$ cat config.mk
export PLATFORM = sky130hd
export DESIGN_NAME = pin_wake_detect
export DESIGN_NICKNAME = d
export VERILOG_FILES = /design/src/rtl/pin_wake_detect.sv
export SDC_FILE = /design/constraint.sdc
export NUM_CORES = 1
export LEC_CHECK = 0
export ABC_AREA = 1
export BUFFER_PORTS_ARGS = -buffer_cell sky130_fd_sc_hd__buf_2
export CAP_MARGIN = 30
export CORE_UTILIZATION = 54
export CTS_CLUSTER_SIZE = 10
export DETAILED_ROUTE_END_ITERATION = 6
export PLACE_DENSITY = 0.85
export SYNTH_ARGS = -nofsm -noshare
export SYNTH_HDL_FRONTEND = slang
export SYNTH_SLANG_ARGS = --single-unit
$ cat constraint.sdc
create_clock -name clk -period 1.5 [get_ports clk]
set_input_delay 0.375 -clock clk [delete_from_list [all_inputs] [get_ports clk]]
set_output_delay 0.375 -clock clk [all_outputs]
set_load 0.01 [all_outputs]
$ cat src/rtl/pin_wake_detect.sv
module pin_wake_detect #(
  parameter int NPINS = 32
) (
  input  logic               clk,
  input  logic               rst_n,
  input  logic               clk_sel,
  input  logic               tick_fast,
  input  logic               tick_slow,
  input  logic [NPINS-1:0]   pins,
  input  logic [2*NPINS-1:0] edge_en,
  input  logic [NPINS-1:0]   irq_en,
  input  logic               lp_active,
  input  logic               clr_we,
  input  logic [NPINS-1:0]   clr_data,
  output logic [NPINS-1:0]   flags,
  output logic               wake_req,
  output logic               irq
);

  logic             samp;
  logic [NPINS-1:0] sync0, sync1, prev;
  logic [NPINS-1:0] rise_en, fall_en, armed, hit;

  assign samp = clk_sel ? tick_fast : tick_slow;

  for (genvar i = 0; i < NPINS; i++) begin : g_field
    assign rise_en[i] = edge_en[2*i];
    assign fall_en[i] = edge_en[2*i+1];
  end

  assign armed = rise_en | fall_en;
  assign hit   = {NPINS{samp}} &
                 ((sync1 & ~prev & rise_en) | (~sync1 & prev & fall_en));

  always_ff @(posedge clk or negedge rst_n) begin
    if (!rst_n) begin
      sync0    <= '0;
      sync1    <= '0;
      prev     <= '0;
      flags    <= '0;
      wake_req <= 1'b0;
      irq      <= 1'b0;
    end else begin
      if (samp) begin
        sync0 <= pins;
        sync1 <= sync0;
        prev  <= sync1;
      end
      flags    <= (flags & ~({NPINS{clr_we}} & clr_data)) | hit;
      wake_req <= |(flags & armed);
      irq      <= ~lp_active & (|(flags & irq_en));
    end
  end

endmodule

==> impl_metrics.json, run 1 <==
{
  "vias": 5511,
  "dp_hpwl_um": 10400,
  "area_delta_synth_final_pct": 30.0,
  "clockBufferDepth": 2,
  "syn_inst": 704,
  "initial_utilization_pct": 56.6,
  "grt_max_degree": 98,
  "wire_per_inst_um": 14.2,
  "reg2reg_depth": 7,
  "drtAntennaViolNets": 0,
  "min_from": "pins[2]",
  "drt_iter0_drc": 260,
  "cp-end-kind": "output pin",
  "path_delay_family": "flip-flops",
  "cts_made_buffers": 17,
  "synth_top_family_by_area": "simple AND/OR/NAND/NOR gates",
  "ir_drop_v": 0.000871,
  "r2r_start": "flags[29]",
  "path_class": "reg2out",
  "ys_seq_elements": 130,
  "worst_ep_required_time_ns": 1.12,
  "fillers": 835,
  "grtUsageMet1_pct": 34.5,
  "fmax_mhz": 686,
  "cts-root-buf": "clkbuf_8",
  "die_h_um": 107,
  "path_buf_inv": 1,
  "synth_top_area_share_pct": 54.9,
  "cts.reportedPaths.clkPinSlew_ns": 0.06,
  "grt.total_usage_pct": 27.9,
  "drc": 0,
  "synth_fa_ha_area_share_pct": 0,
  "placed_area_um2": 7050,
  "synth_mux_area_share_pct": 0,
  "worstSkewPairLatency_ns": 0.50,
  "routed_via_density": 5.21,
  "min_period_over_period_pct": 97.2,
  "p_leak_uw": 0.00399,
  "grtUsageMet3_pct": 5.17,
  "cap_viol_max_count": 0,
  "use_met2_pct": 49.5,
  "synth_simple_gate_area_share_pct": 20.5,
  "drt_wl_total_um": 15000,
  "regToRegEndpoint": "wake_req",
  "register_area_um2": 3250,
  "yosysWarnings": 0,
  "multiInputGateArea_um2": 2350,
  "postLayoutCellArea_um2": 7700,
  "setup_slack_ns": 0.0427,
  "path_cells": "buf_2",
  "yosysTopAreaCell": "dfrtp_1",
  "final_nets": 1076,
  "dp.cells": 1021,
  "arrival_ns": 1.08,
  "cp_max_fo": 4,
  "netlist_area_um2": 5920,
  "worstMarginPinSlew_ns": 0.507,
  "r2r_slack_ns": 0.19,
  "die_w_um": 107,
  "slowest_stage": "dfrtp_1",
  "fin_setup_tns_ns": 0,
  "status": "finished, final reports clean",
  "synth-xor-area-share_pct": 0,
  "drtPass1Iterations": 5,
  "ioPinCount": 201,
  "synth_nets": 871,
  "setup_viol_count_final": 0,
  "port_buffers": 200,
  "holdPathStages": 3,
  "p_per_area_nw_per_um2": 1450,
  "min_path_type": "in2reg",
  "overflow": 0,
  "final.setup_skew_ns": 0.00986,
  "relSlewSlack_pct": 66.2,
  "pre_cts_ws_ns": 0.0912,
  "dieArea_um2": 11400,
  "place_congestion": 0.789,
  "ys_seq_area_share_pct": 54.9,
  "synth_compound_area_share_pct": 19.3,
  "finalCriticalPeriod_ns": 1.46,
  "grt_pass1_wl_um": 24500,
  "cts_sinks": 130,
  "critPathLaunchType": "flip-flop",
  "grt_setup_unrepaired": "false",
  "rows": 37,
  "antenna_found_initial": 0,
  "syn_avg_cell_area_um2": 8.42,
  "final_cell_mix": "nand2_1 (298), buf_2 (199), dfrtp_1 (130)",
  "max_stage_delay_ns": 0.43,
  "core_area_um2": 10500,
  "first_global_vias": 5332,
  "ys_top_cells_by_area": "dfrtp_1 (55%), nand2_1 (19%), o21ai_0 (7.8%)",
  "hold_viol": 0,
  "finalMaxSlewViolations": 0,
  "ys_types": 16,
  "holdPathEnd": "sync0[2]",
  "cts.htree.levels": 4,
  "final_cells": 1057,
  "final_common_cell": "nand2_1",
  "cts_tree": "done",
  "drive_gt1_share_pct": 26.9,
  "top_usage_layer": "met2",
  "antenna_cells": 0
}
==> area by class of cell <==
class                           instances  share of cell area, %
Sequential cell                       130                   42.2
Multi-Input combinational cell        513                   30.6
Timing Repair Buffer                  213                   15.3
Clock buffer                           19                   5.60
Clock inverter                         12                   2.37
Tap cell                              136                   2.21
Inverter                               34                   1.69
==> cell usage after synthesis <==
library cell	n
inv_4	1
or2_4	1
o21ai_2	4
a21boi_0	32
buf_6	7
nor2_1	20
dfrtp_1	130
o21ai_0	92
o31ai_1	32
buf_4	7
a21oi_1	33
nand2_4	1
inv_1	33
nand2_1	298
clkbuf_1	8
buf_2	5
==> how the worst max path moves through the flow <==
stage / from / end / slack [ns] / cells past startpoint
after floorplan: tick_slow / sync1[25] / 0.27 / 7
after CTS: flags[30] / flags[30] / 0.02 / 1
final: flags[8] / flags[8] / 0.04 / 1
after detailed placement: tick_slow / prev[11] / 0.09 / 5
after global routing: flags[6] / flags[6] / 0.005 / 1
after global placement: tick_slow / prev[7] / 0.16 / 5
==> where the power goes <==
part           total, uW  switching (uW)  internal, uW  leakage (uW)
clock network       4250            1500          2740      0.000291
logic               2290            1310           981       0.00211
registers           4650             502          4150       0.00159
==> routing by layer <==
metal / vias up / wire [um]
met5: - / 0
met4: 0 / 185
met3: 16 / 734
met2: 178 / 7840
met1: 2595 / 6260
li1: 2722 / -
==> stage by stage <==
| stage | power (uW) | utilization (%) | hold slack (ns) |
|---|---|---|---|
| after floorplan | 5920 | - | 0.0794 |
| after global placement | 6840 | 67.4 | 0.450 |
| after detailed placement | 6930 | 67.4 | 0.450 |
| after CTS | 11200 | 73.4 | 0.0425 |
| after global routing | 11800 | 73.6 | 0.0442 |
| final | 11200 | 73.6 | 0.0632 |
==> sequential cells by signal, summed over array words and instances, names as in the netlist <==
name,count
flags,32
irq,1
prev,32
sync0,32
sync1,32
wake_req,1
==> kinds of logic (layout without fill, tap and decap cells) <==
family | Yosys count | in the layout
and+or+nand+nor | 320 | 320
AOI/OAI and AO/OA | 193 | 193
DFF | 130 | 130
buffers and inverters | 61 | 278
==> timing repair <==
action,in CTS,in global routing
setup buffers,0,3
endpoints found under the setup margin,0,2
endpoints found under the hold margin,131,0
hold buffers,2,0
resized for setup,0,0
(Power assumes the default switching activity.)
==> inputs of run 2 (changes only) <==
--- a/config.mk
+++ b/config.mk
@@ -13,2 +13,3 @@
 export DETAILED_ROUTE_END_ITERATION = 6
+export MAX_ROUTING_LAYER = met4
 export PLACE_DENSITY = 0.85
--- a/constraint.sdc
+++ b/constraint.sdc
@@ -3,2 +3,2 @@
 set_output_delay 0.375 -clock clk [all_outputs]
-set_load 0.01 [all_outputs]
+set_load 0.02 [all_outputs]
==> run 2 against run 1 <==
Via count grew 1.4%; clock power about the same; power increased by 3.1%; maximum frequency is 0.13% lower; first-iteration DRC count grew 8.1%; sequential share of layout area is 0.43 points lower; cell count rose by 0.85%; sequential power hardly changed; critical path type unchanged.
==> impl_metrics.json, run 2 (synthesis gave the netlist of run 1 again) <==
{
  "status": "finished, final reports clean",
  "setup_viol_count_final": 0,
  "antenna_found_initial": 0,
  "dp.cells": 1021,
  "holdPathStages": 3,
  "final_core_util_pct": 74.4,
  "reg2reg_depth": 7,
  "grt.total_usage_pct": 29.0,
  "use_met2_pct": 50.3,
  "critPathLaunchType": "flip-flop",
  "finalCriticalPeriod_ns": 1.46,
  "cts.htree.levels": 4,
  "holdWs_ns": 0.0676,
  "cp-end-kind": "output pin",
  "path_class": "reg2out",
  "dp_hpwl_um": 10400,
  "cap_viol_max_count": 0,
  "die_h_um": 107,
  "min_path_type": "in2reg",
  "drtPass1Iterations": 5,
  "core_area_um2": 10500,
  "top_usage_layer": "met2",
  "area_delta_synth_final_pct": 31.4,
  "ioPinCount": 201,
  "min_period_over_period_pct": 97.3,
  "routed_via_density": 5.24,
  "slowest_stage": "dfrtp_1",
  "fin_setup_tns_ns": 0,
  "cp_max_fo": 4,
  "worstSkewPairLatency_ns": 0.50,
  "final_nets": 1085,
  "path_cells": "buf_2",
  "relSlewSlack_pct": 66.0,
  "hold_viol": 0,
  "grt_max_degree": 98,
  "fmax_mhz": 685,
  "vias": 5586,
  "wire_per_inst_um": 14.3,
  "drt_iter0_drc": 281,
  "antenna_cells": 0,
  "port_buffers": 200,
  "drt_wl_total_um": 15200,
  "drtAntennaViolNets": 0,
  "rows": 37,
  "final.setup_skew_ns": 0.00957,
  "die_w_um": 107,
  "grtUsageMet1_pct": 34.8,
  "drc": 0,
  "drive_gt1_share_pct": 27.6,
  "dieArea_um2": 11400,
  "worst_ep_required_time_ns": 1.12,
  "clockBufferDepth": 2,
  "initial_utilization_pct": 56.6,
  "cts_made_buffers": 17,
  "regToRegEndpoint": "wake_req",
  "finalMaxSlewViolations": 0,
  "holdPathEnd": "sync0[28]",
  "grt_pass1_wl_um": 24800,
  "worstMarginPinSlew_ns": 0.509,
  "final_cell_mix": "nand2_1 (298), buf_2 (197), dfrtp_1 (130)",
  "cts.reportedPaths.clkPinSlew_ns": 0.06,
  "p_per_area_nw_per_um2": 1480,
  "final_common_cell": "nand2_1",
  "r2r_slack_ns": 0.20,
  "grt_setup_unrepaired": "false",
  "placed_area_um2": 7050,
  "max_stage_delay_ns": 0.41,
  "ir_drop_v": 0.000872,
  "r2r_start": "flags[29]",
  "final_cells": 1066,
  "place_congestion": 0.800,
  "min_from": "pins[28]",
  "path_delay_family": "flip-flops",
  "p_leak_uw": 0.00404,
  "postLayoutCellArea_um2": 7780,
  "arrival_ns": 1.08,
  "path_buf_inv": 1,
  "grtUsageMet3_pct": 4.38,
  "overflow": 0,
  "cts_tree": "done",
  "cts-root-buf": "clkbuf_8",
  "cts_sinks": 130,
  "first_global_vias": 5347
}
[run 2: worst min-delay path, cell delays in order]
cell,delay (ns)
buf_2,0.07
nand2_1,0.04
nand2_1,0.05
[run 2: what timing repair did]
item,CTS,global route
endpoints found under the hold margin,131,0
endpoints found under the setup margin,3,7
buffers inserted,3,9
gates resized for setup,0,4
hold buffers,2,0
[run 2: report_power, final]
part / internal [uW] / switching, uW / total (uW)
clock network: 2740 / 1500 / 4240
logic: 1090 / 1560 / 2650
registers: 4150 / 493 / 4640
[run 2: area by class of cell]
cell class              count  area (um2)
clock buffers              19         432
repair buffers            222        1260
clock inverters            12         183
multi-input cells         513        2350
fillers                   818        2680
inverters                  34         130
well taps                 136         170
flip-flops and latches    130        3250
[run 2: stage by stage]
| stage | power (uW) | setup WS (ns) |
|---|---|---|
| global placement | 7050 | 0.157 |
| finish | 11500 | 0.0408 |
| global route | 12200 | 0.00102 |
| floorplan | 6120 | 0.268 |
| detailed placement | 7140 | 0.0912 |
| CTS | 11500 | 0.00795 |
[run 2: worst max path at each step]
stage,startpoint,cells past startpoint,slack [ns],end
floorplan,tick_slow,7,0.27,sync1[25]
CTS,flags[31],1,0.008,flags[31]
global route,flags[6],1,0.001,flags[6]
detailed placement,tick_slow,5,0.09,prev[11]
finish,flags[9],1,0.04,flags[9]
global placement,tick_slow,5,0.16,prev[7]
[run 2: per-layer routing]
metal	wire, um	share of wire [%]
met1	6190	41
met2	7960	52
met3	854	5.6
met4	224	1.5
met5	0	0
